===== src/rtl/modpm_pkg.sv =====
package modpm_pkg;
    typedef enum logic [1:0] {
        PM_UP        = 2'd0,
        PM_DOWN      = 2'd1,
        PM_UP_RING   = 2'd2,
        PM_DOWN_RING = 2'd3
    } pm_mode_e;
endpackage


===== src/rtl/modpm_step.sv =====
module modpm_step
    import modpm_pkg::*;
#(
    parameter int AW = 8
) (
    input  logic [AW-1:0] cur,
    input  logic [AW-1:0] lim,
    input  pm_mode_e      mode,
    output logic [AW-1:0] nxt
);
    logic [AW:0] up_w;
    logic        ring_on;

    always_comb begin
        up_w    = {1'b0, cur} + 1'b1;
        ring_on = (lim != '0);
        unique case (mode)
            PM_UP:        nxt = up_w[AW-1:0];
            PM_DOWN:      nxt = cur - 1'b1;
            PM_UP_RING:   nxt = (ring_on && (up_w >= {1'b0, lim})) ? '0 : up_w[AW-1:0];
            PM_DOWN_RING: nxt = (ring_on && (cur == '0)) ? (lim - 1'b1) : (cur - 1'b1);
            default:      nxt = cur;
        endcase
    end
endmodule


===== src/rtl/modpm_limit_bank.sv =====
module modpm_limit_bank #(
    parameter int AW    = 8,
    parameter int DEPTH = 2,
    localparam int SW   = (DEPTH > 1) ? $clog2(DEPTH) : 1
) (
    input  logic                     clk,
    input  logic                     rst_n,
    input  logic                     wr_en,
    input  logic [SW-1:0]            wr_idx,
    input  logic [AW-1:0]            wr_val,
    output logic [DEPTH-1:0][AW-1:0] lim_q
);
    for (genvar i = 0; i < DEPTH; i++) begin : g_lim
        always_ff @(posedge clk) begin
            if (!rst_n) begin
                lim_q[i] <= '0;
            end else if (wr_en && (wr_idx == SW'(i))) begin
                lim_q[i] <= wr_val;
            end
        end

        // a written modulus holds the load value one cycle later
        assert_lim_write_R10: assert property (@(posedge clk) disable iff (!rst_n)
            (wr_en && (wr_idx == SW'(i))) |=> (lim_q[i] == $past(wr_val)));
    end
endmodule


===== src/rtl/modpm_ptr_bank.sv =====
module modpm_ptr_bank #(
    parameter int AW    = 8,
    parameter int DEPTH = 2,
    localparam int SW   = (DEPTH > 1) ? $clog2(DEPTH) : 1
) (
    input  logic                     clk,
    input  logic                     rst_n,
    input  logic                     ld_en,
    input  logic [SW-1:0]            ld_idx,
    input  logic [AW-1:0]            ld_val,
    input  logic                     upd_en,
    input  logic [SW-1:0]            upd_idx,
    input  logic [AW-1:0]            upd_val,
    output logic [DEPTH-1:0][AW-1:0] ptr_q
);
    for (genvar i = 0; i < DEPTH; i++) begin : g_ptr
        logic hit_ld;
        logic hit_upd;
        assign hit_ld  = ld_en  && (ld_idx  == SW'(i));
        assign hit_upd = upd_en && (upd_idx == SW'(i));

        always_ff @(posedge clk) begin
            if (!rst_n) begin
                ptr_q[i] <= '0;
            end else if (hit_ld) begin
                ptr_q[i] <= ld_val;
            end else if (hit_upd) begin
                ptr_q[i] <= upd_val;
            end
        end

        // a load beats a simultaneous step of the same pointer
        assert_load_wins_R8: assert property (@(posedge clk) disable iff (!rst_n)
            (ld_en && (ld_idx == SW'(i))) |=> (ptr_q[i] == $past(ld_val)));

        // untouched pointers keep their value
        assert_idle_hold_R9: assert property (@(posedge clk) disable iff (!rst_n)
            (!(ld_en && (ld_idx == SW'(i))) && !(upd_en && (upd_idx == SW'(i))))
            |=> $stable(ptr_q[i]));
    end
endmodule


===== src/rtl/modpm_agu.sv =====
module modpm_agu
    import modpm_pkg::*;
#(
    parameter int AW   = 8,
    parameter int NPTR = 2,
    parameter int NMOD = 2,
    localparam int PSW = (NPTR > 1) ? $clog2(NPTR) : 1,
    localparam int MSW = (NMOD > 1) ? $clog2(NMOD) : 1
) (
    input  logic           clk,
    input  logic           rst_n,
    input  logic           ptr_ld_en,
    input  logic [PSW-1:0] ptr_ld_idx,
    input  logic           mod_ld_en,
    input  logic [MSW-1:0] mod_ld_idx,
    input  logic [AW-1:0]  ld_data,
    input  logic           acc_en,
    input  logic [PSW-1:0] ptr_sel,
    input  logic [MSW-1:0] mod_sel,
    input  logic [1:0]     mode,
    output logic [AW-1:0]  addr_o
);
    logic [NPTR-1:0][AW-1:0] ptr_q;
    logic [NMOD-1:0][AW-1:0] lim_q;
    logic [AW-1:0]           cur_lim;
    logic [AW-1:0]           step_val;
    pm_mode_e                mode_e;
    logic                    same_ld;

    assign mode_e  = pm_mode_e'(mode);
    assign addr_o  = ptr_q[ptr_sel];
    assign cur_lim = lim_q[mod_sel];
    assign same_ld = ptr_ld_en && (ptr_ld_idx == ptr_sel);

    modpm_limit_bank #(.AW(AW), .DEPTH(NMOD)) u_lim (
        .clk    (clk),
        .rst_n  (rst_n),
        .wr_en  (mod_ld_en),
        .wr_idx (mod_ld_idx),
        .wr_val (ld_data),
        .lim_q  (lim_q)
    );

    modpm_step #(.AW(AW)) u_step (
        .cur  (addr_o),
        .lim  (cur_lim),
        .mode (mode_e),
        .nxt  (step_val)
    );

    modpm_ptr_bank #(.AW(AW), .DEPTH(NPTR)) u_ptr (
        .clk     (clk),
        .rst_n   (rst_n),
        .ld_en   (ptr_ld_en),
        .ld_idx  (ptr_ld_idx),
        .ld_val  (ld_data),
        .upd_en  (acc_en),
        .upd_idx (ptr_sel),
        .upd_val (step_val),
        .ptr_q   (ptr_q)
    );

    // plain up-step lands one above the address just issued
    assert_up_step_R3: assert property (@(posedge clk) disable iff (!rst_n)
        (acc_en && (mode == 2'd0) && !same_ld)
        |=> (ptr_q[$past(ptr_sel)] == AW'($past(addr_o) + 1'b1)));

    // a pointer inside the ring stays inside the ring
    assert_ring_bound_R5: assert property (@(posedge clk) disable iff (!rst_n)
        (acc_en && (mode == 2'd2) && (cur_lim != '0) && (addr_o < cur_lim) && !same_ld)
        |=> (ptr_q[$past(ptr_sel)] < $past(cur_lim)));

    // circular down-step from zero lands on the top of the ring
    assert_ring_top_R6: assert property (@(posedge clk) disable iff (!rst_n)
        (acc_en && (mode == 2'd3) && (cur_lim != '0) && (addr_o == '0) && !same_ld)
        |=> (ptr_q[$past(ptr_sel)] == AW'($past(cur_lim) - 1'b1)));
endmodule


===== config.mk =====
export PLATFORM = sky130hd
export DESIGN_NAME = modpm_agu
export DESIGN_NICKNAME = d
export VERILOG_FILES = /design/src/rtl/modpm_pkg.sv /design/src/rtl/modpm_step.sv /design/src/rtl/modpm_limit_bank.sv /design/src/rtl/modpm_ptr_bank.sv /design/src/rtl/modpm_agu.sv
export SDC_FILE = /design/constraint.sdc
export NUM_CORES = 1
export LEC_CHECK = 0
export BUFFER_PORTS_ARGS = -buffer_cell sky130_fd_sc_hd__clkbuf_2
export CELL_PAD_IN_SITES_DETAIL_PLACEMENT = 0
export CELL_PAD_IN_SITES_GLOBAL_PLACEMENT = 1
export CORE_MARGIN = 1.5
export CORE_UTILIZATION = 40
export DETAILED_ROUTE_END_ITERATION = 10
export PLACE_DENSITY = 0.78
export SYNTH_ARGS = -nofsm -noshare
export SYNTH_HDL_FRONTEND = slang
export SYNTH_SLANG_ARGS = --single-unit

===== constraint.sdc =====
create_clock -name clk -period 3.5 [get_ports clk]
set_input_delay 0.525 -clock clk [delete_from_list [all_inputs] [get_ports clk]]
set_output_delay 0.525 -clock clk [all_outputs]
set_load 0.02 [all_outputs]

# Yosys cells after proc, flatten, opt, wreduce, memory -nomap -nowiden
# Index checks and enable logic that the tools add are counted.
# op_classes
n_addsub	3
order_cmp	3
n_eq_ne	3
muxes	11
bitwise	3
n_reduce_logical	13
# op_table
op	count
$mux 8	10
$pmux 8 s4	1
$sub 8x1->8 const B	2
$add 8x1->9 const B	1
$ge 9x8->1	1
$logic_and 1x1->1	8
$logic_not 8->1	1
$reduce_bool 8->1	1
$eq 2x2->1 const B	2
$lt 1x2->1 const B	2
$reduce_bool 2->1	2
$not 1->1	3
$eq 2x1->1 const B	1
$logic_not 2->1	1
# totals
regBits	32
output_inout_bits	8
elab_cells	40

# Longest topological paths before layout
# Gate-level depths: netlist of the first run.
# depth
ltp_word	9
mapped_depth	16
ltp_nobuf	13

# By module
# Synthesis of the first run repeated with hierarchy kept, for this count alone.
# hier_totals
cells_unflattened	285
area_unflattened_um2	2537.4
# modules_own_cells
module	n_inst	cells_per_inst	area_each_um2
modpm_step	1	122	924.6
modpm_ptr_bank	1	83	729.4
modpm_limit_bank	1	62	620.6
modpm_agu	1	18	262.8

# Least setup slack after synthesis of the first run
# OpenSTA, ideal clock, no wires.
# synth_timing
path_kind	input -> register
start	in ptr_sel
end	reg u_ptr.ptr_q[1] (netlist bit)
setup_time_ns	0.074
arrival_ns	3.319
path_slack_ns	0.107
stages	16
path_buffers	3
cell_sequence	buf_4 buf_2 buf_2 mux2i_1 inv_1 ha_1 nand2_1 xnor2_1 ha_1 a21oi_1 nor2b_1 a311o_1 a41o_1 nand2b_1 a22oi_1 o21ai_0
# synth_between
elab_chain_cells	9
word_cells_on_any_way	16
cone_classes	add/sub (2); order compare (1); mux (7); bitwise (1); reduce/logical (5)
# synth_lines
item	line_no	source
start: declaration	modpm_agu.sv:18	input logic [PSW-1:0] ptr_sel,
$mux 8 (implied by the code) (*) (2 in series)	modpm_agu.sv:31	assign addr_o = ptr_q[ptr_sel];
named net addr_o[0]	modpm_agu.sv:21	output logic [AW-1:0] addr_o
$add 8x1->9	modpm_step.sv:15	up_w = {1'b0, cur} + 1'b1;
$ge 9x8->1	modpm_step.sv:20	PM_UP_RING: nxt = (ring_on && (up_w >= {1'b0, lim})) ? '0 : up_w[AW-1:0];
$logic_and 1x1->1	modpm_step.sv:20	
$mux 8	modpm_step.sv:20	
$pmux 8 s4 (*)	modpm_step.sv:17	unique case (mode)
$mux 8 (*)	modpm_ptr_bank.sv:27	end else if (hit_upd) begin
$mux 8 (*)	modpm_ptr_bank.sv:25	end else if (hit_ld) begin
end signal: indexed assignment	modpm_ptr_bank.sv:26	ptr_q[i] <= ld_val;
end signal: indexed assignment	modpm_ptr_bank.sv:28	ptr_q[i] <= upd_val;
end: declaration	modpm_ptr_bank.sv:14	output logic [DEPTH-1:0][AW-1:0] ptr_q
# Mark *: on every way through the listed nets, which the timed path passes. The rest lies on a longest branch. The select of a mux whose other input is x is not followed.
# A chain may end at the register's enable or synchronous reset.

# Worst setup path after layout of the first run
# layout_timing
start	in ptr_sel
end	reg u_ptr.ptr_q[1] (netlist bit)
# layout_between
elab_chain_cells	9
word_cells_on_any_way	16
cone_classes	add/sub (2); order compare (1); mux (7); bitwise (1); reduce/logical (5)
# layout_lines
item	line_no
$mux 8 (implied by the code) (2 in series)	modpm_agu.sv:31
$add 8x1->9	modpm_step.sv:15
$ge 9x8->1	modpm_step.sv:20
$logic_and 1x1->1	modpm_step.sv:20
$mux 8	modpm_step.sv:20
$pmux 8 s4	modpm_step.sv:17
$mux 8	modpm_ptr_bank.sv:27
$mux 8	modpm_ptr_bank.sv:25
# Parallel ways exist; a longest one is shown, timed or not. The select of a mux whose other input is x is not followed.

==> results of run 1 <==
[kinds of logic (layout without fill, tap and decap cells)]
group                    count (synthesis)  after routing  synth area share, %
AO/OA/AOI/OAI                           91             91                 24.3
XOR/XNOR                                19             19                 6.80
adder cells (fa/ha/maj)                 13             13                 6.65
buffers and inverters                   25             53                 4.19
flip-flops                              32             32                 26.2
multiplexers                            26             26                 10.8
AND/OR/NAND/NOR                        102            102                 21.1
[final timing paths]
check                        from         endpoint  slack, ps  cells past startpoint
setup / recovery          ptr_sel   u_ptr.ptr_q[1]        340                     14
hold / removal    u_lim.lim_q[15]  u_lim.lim_q[15]        500                      2
hold reg to reg   u_lim.lim_q[15]  u_lim.lim_q[15]        500                      2
setup reg to reg   u_ptr.ptr_q[0]   u_ptr.ptr_q[1]        510                     13
[stage by stage]
| stage | setup slack (ps) | instances | utilization [%] |
|---|---|---|---|
| after floorplan | 107 | 308 | - |
| final | 345 | 411 | 47.0 |
| after detailed placement | 98.7 | 403 | 45.1 |
| after global placement | 180 | 403 | 45.1 |
| after CTS | 382 | 411 | 47.0 |
| after global routing | 119 | 411 | 47.0 |
[worst max-delay path, stage by stage]
cell	delay [ps]
clkbuf_2	210
mux2i_1	340
inv_1	150
ha_1	260
xnor2_1	240
inv_1	90
ha_1	300
a21o_1	110
a31oi_1	30
o21ai_0	190
a41o_1	330
nand2b_1	110
a22oi_1	290
o21ai_0	130
[area by class of cell]
class | count | area (µm²)
clock buffers | 5 | 68.8
clock inverters | 3 | 42.5
fillers | 602 | 3140
inverters | 11 | 41.3
multi-input cells | 251 | 1700
flip-flops and latches | 32 | 641
well taps | 75 | 93.8
repair buffers | 34 | 190
[where the power goes]
part	internal (mW)	total, mW	switching (mW)	leakage [nW]
clock	0.210	0.354	0.143	0.0541
sequential	0.387	0.416	0.0287	0.262
combinational	0.147	0.346	0.199	0.886
total	0.744	1.11	0.371	1.20
[cells in the final DEF (no fill, tap or decap), types with 2 or more instances in the layout]
master / synthesis / final
ha_1: 13 / 13
xnor2_1: 16 / 16
nor2b_1: 11 / 11
inv_1: 11 / 11
nand2_1: 29 / 29
mux2i_1: 23 / 23
nand2b_1: 3 / 3
nor2_1: 18 / 18
nand3_1: 14 / 14
dfxtp_1: 32 / 32
nor3_1: 10 / 10
o21ai_1: 3 / 3
mux2_2: 3 / 3
a21oi_1: 24 / 24
o22ai_1: 2 / 2
clkbuf_2: 0 / 26
o21ai_0: 22 / 22
a22o_1: 17 / 17
nor3b_1: 7 / 7
buf_4: 1 / 8
a21boi_0: 9 / 9
xor2_1: 3 / 3
a22oi_1: 5 / 5
clkbuf_8: 0 / 5
[registers in the layout (all words and copies together) (netlist names)]
signal / cells
u_ptr.ptr_q: 16
u_lim.lim_q: 16
[layer usage]
layer / wire [µm] / GRT usage, % / share of wire [%]
met5: 0 / 0 / 0
met4: 59 / 4.66 / 0.85
met3: 417 / 3.48 / 6.0
met2: 3040 / 33.3 / 44
met1: 3420 / 33.1 / 49
==> results.toml, run 1 <==
[run_status]
status = "finished, final reports clean"

[clock_tree]
cts_htree_levels = 2
hold_buffers = 0
cts_buffers = 5
cts.sinks = 32
cts_buffer_depth = 2
postCtsSetupRepairBufs = 0
clock_latency_ps = 290
path_clk_slew_ps = 80
root_buffer = "clkbuf_8"
cts_resized = 0
cts_tree = "built"

[power_and_ir_drop]
power-per-cell-area_nw_per_um2 = 401
p_leak_nw = 1.20
power.total_mw = 1.11
ir_worst_vdd_mv = 0.251

[synth]
ys_async_sr_fraction_pct = 0
synth-seq-cells = 32
synth_top_area_share_pct = 26.2
netlist_area_um2 = 2450
synth_flop_cell = "dfxtp_1"
synth.area.top_cells = "dfxtp_1 (26%), mux2i_1 (9.4%), ha_1 (6.6%)"
yosysUniqueCellTypes = 43
synth_nets = 340
netlist_top_cells_count = "dfxtp_1 (32), nand2_1 (29), a21oi_1 (24)"
yosysMostFrequentCell = "dfxtp_1"
ys_seq_area_share_pct = 26.2
synth_cells = 308
synth_top_area_cell = "dfxtp_1"
yosysWarnings = 0
synth_edf_count = 0
avgSynthCellArea_um2 = 7.95

[routing]
drt_iter0_drc = 158
antenna_left = 0
drt-wirelength-per-cell_um = 16.9
finalWirelength_um = 6940
drt_pass1_iterations = 5
via_per_inst = 5.77
num_vias = 2372
route.detailed.drc = 0

[finish]
final_cell_area_um2 = 2780
areaGrowthSynthToFinish_pct = 13.7
n_antenna_cell = 0
layout.nets = 367
drive_gt1_share_pct = 14.9

[place]
globalplace.congestion = 0.881
port_buffers = 26
place_area_um2 = 2670
dpl.hpwl_um = 5410

[critical_path]
cp.required_ps = 3670
crit_type = "in2reg"
critical_path.max_fanout = 10
start_kind = "primary input"
end_kind = "register"
critPathArrivalTime_ps = 3320

[global_route]
grt_pass1_vias = 1999
antenna_found_initial = 0
grt_first_pass_wirelength_um = 10900
track_usage_pct = 22.2
grt_start_max_net_pins = 35
gr-total-overflow = 0

[die]
ioPinCount = 27
die_h_um = 81.2
die_area_um2 = 6600
start_util_pct = 41.3
placementRows = 28
die_w_um = 81.2
core_um2 = 5920

[sta]
final.period_utilization_pct = 90.1
finClkSkew_ps = 10.7
fmax_mhz = 317
min_period_ps = 3160
worst_pin_slew_ps = 765
drv_slew = 0
hold_slack_ps = 495
rsz0062_at_grt = "false"
setup_viol = 0
hold_viol_final = 0
slew_headroom_pct = 48.9
setup-tns-final_ps = 0

[hold_path]
hold_class = "reg2reg"

[run]
drv_cap = 0
(Power assumes the default switching activity.)
==> run 2, diff against run 1 <==
--- a/config.mk
+++ b/config.mk
@@ -11,6 +11,7 @@
 export CORE_MARGIN = 1.5
 export CORE_UTILIZATION = 40
 export DETAILED_ROUTE_END_ITERATION = 10
+export MAX_ROUTING_LAYER = met4
 export PLACE_DENSITY = 0.78
 export SYNTH_ARGS = -nofsm -noshare
 export SYNTH_HDL_FRONTEND = slang
==> run 2 against run 1 <==
Effect of this change: non-clock buffer count did not move; fmax rose by 0.68%; hold slack got worse by 1.8 ps; die area unchanged; critical path depth did not move; routed wire length fell by 0.17%; register-to-register slack gained 20 ps; clock skew fell by 2.5 ps; critical endpoint unchanged; largest power group unchanged; highest routed layer unchanged.
==> results.toml, run 2 (synthesized netlist as in run 1, its figures left out) <==
[run_status]
status = "finished, final reports clean"

[finish]
nFillCells = 602
multi_input_area_um2 = 1700
layout_common_cells = "dfxtp_1 (32), nand2_1 (29), clkbuf_2 (26)"
layout.nets = 367
final_common_cell = "dfxtp_1"
largestRegisters = "u_lim.lim_q x16, u_ptr.ptr_q x16"
drive_gt1_share_pct = 14.9
instances_no_fill = 411
n_antenna_cell = 0
regArea_um2 = 641
areaGrowthSynthToFinish_pct = 13.7

[power_and_ir_drop]
p_leak_nw = 1.20
ir_worst_vdd_mv = 0.251
power-per-cell-area_nw_per_um2 = 400
power.total_mw = 1.11

[critical_path]
critPathMaxStageDelay_ps = 350
start_kind = "primary input"
critPathArrivalTime_ps = 3300
crit_type = "in2reg"
cp.required_ps = 3670
crit_chain = "clkbuf_2 > mux2i_1 > inv_1 > ha_1 > xnor2_1 > inv_1 > ha_1 > a21o_1 > a31oi_1 > o21ai_0 > a41o_1 > nand2b_1 > a22oi_1 > o21ai_0"
critical_path.max_fanout = 10
critical-path-top-delay-family = "compound AO/OA/AOI/OAI gates"
cpMaxStageDelayCell = "mux2i_1"
end_kind = "register"
path_buf_inv = 3

[global_route]
grt_pass1_vias = 1999
antenna_found_initial = 0
track_usage_pct = 22.8
gr-total-overflow = 0
grt_first_pass_wirelength_um = 10900
grt_start_max_net_pins = 35

[clock_tree]
cts_resized = 0
cts_htree_levels = 2
root_buffer = "clkbuf_8"
hold_buffers = 0
path_clk_slew_ps = 70
cts_buffers = 5
clock_latency_ps = 290
cts_buffer_depth = 2
cts_tree = "built"
postCtsSetupRepairBufs = 0
cts.sinks = 32

[sta]
rsz0062_at_grt = "false"
setup_viol = 0
setup-tns-final_ps = 0
slew_headroom_pct = 48.8
hold_slack_ps = 494
worst_pin_slew_ps = 766
final.period_utilization_pct = 89.5
finClkSkew_ps = 8.20
fmax_mhz = 319
hold_viol_final = 0
drv_slew = 0
min_period_ps = 3130

[routing]
drt_pass1_iterations = 4
num_vias = 2343
via_per_inst = 5.70
route.detailed.drc = 0
drt-wirelength-per-cell_um = 16.8
antenna_left = 0
drt_iter0_drc = 162
finalWirelength_um = 6920

[place]
dpl.hpwl_um = 5410
port_buffers = 26
placed_cells = 403
globalplace.congestion = 0.896

[die]
die_h_um = 81.2
die_area_um2 = 6600
start_util_pct = 41.3
ioPinCount = 27
die_w_um = 81.2
placementRows = 28
core_um2 = 5920

[hold_path]
hold_class = "reg2reg"

[run]
drv_cap = 0
run 2: cell counts in the layout (fill, tap and decap cells not counted):
Identical to the previous run, type by type.
run 2: path summary, 6_finish.rpt:
path                   startpoint               to  slack [ps]  cells past startpoint
setup / recovery          ptr_sel   u_ptr.ptr_q[1]         370                     14
hold / removal    u_lim.lim_q[15]  u_lim.lim_q[15]         490                      2
setup reg to reg   u_ptr.ptr_q[0]   u_ptr.ptr_q[1]         530                     13
hold reg to reg   u_lim.lim_q[15]  u_lim.lim_q[15]         490                      2
run 2: routing by layer:
metal  vias up  track usage (%)  wire length [µm]
met5         -                -                 0
met2        74             33.3              3020
li1       1170                -                 -
met1      1094             33.1              3460
met3         5             3.15               384
met4         0             4.66                60
run 2: layout make-up:
| class | instances | area share, % |
|---|---|---|
| multi-input cells | 251 | 61.3 |
| clock inverters | 3 | 1.53 |
| clock buffers | 5 | 2.47 |
| inverters | 11 | 1.48 |
| flip-flops and latches | 32 | 23.0 |
| repair buffers | 34 | 6.84 |
| well taps | 75 | 3.37 |
run 2: power breakdown:
part,total (mW),switching [mW],internal [mW]
registers,0.416,0.0287,0.387
clock network,0.352,0.142,0.210
logic,0.345,0.198,0.147
run 2: stage by stage:
step,setup WS (ps),area [µm²],util (%)
after floorplan,107,2450,-
after global placement,180,2670,45.1
after detailed placement,98.7,2670,45.1
after CTS,382,2780,47.0
after global routing,116,2780,47.0
final,366,2780,47.0
run 2: worst register-to-register path: stages, from the launching register on:
cell and delay (ps):
dfxtp_1 360, mux2i_1 270, inv_1 150, ha_1 260
xnor2_1 240, inv_1 90, ha_1 300, a21o_1 110
a31oi_1 30, o21ai_0 180, a41o_1 330, nand2b_1 110
a22oi_1 290, o21ai_0 130
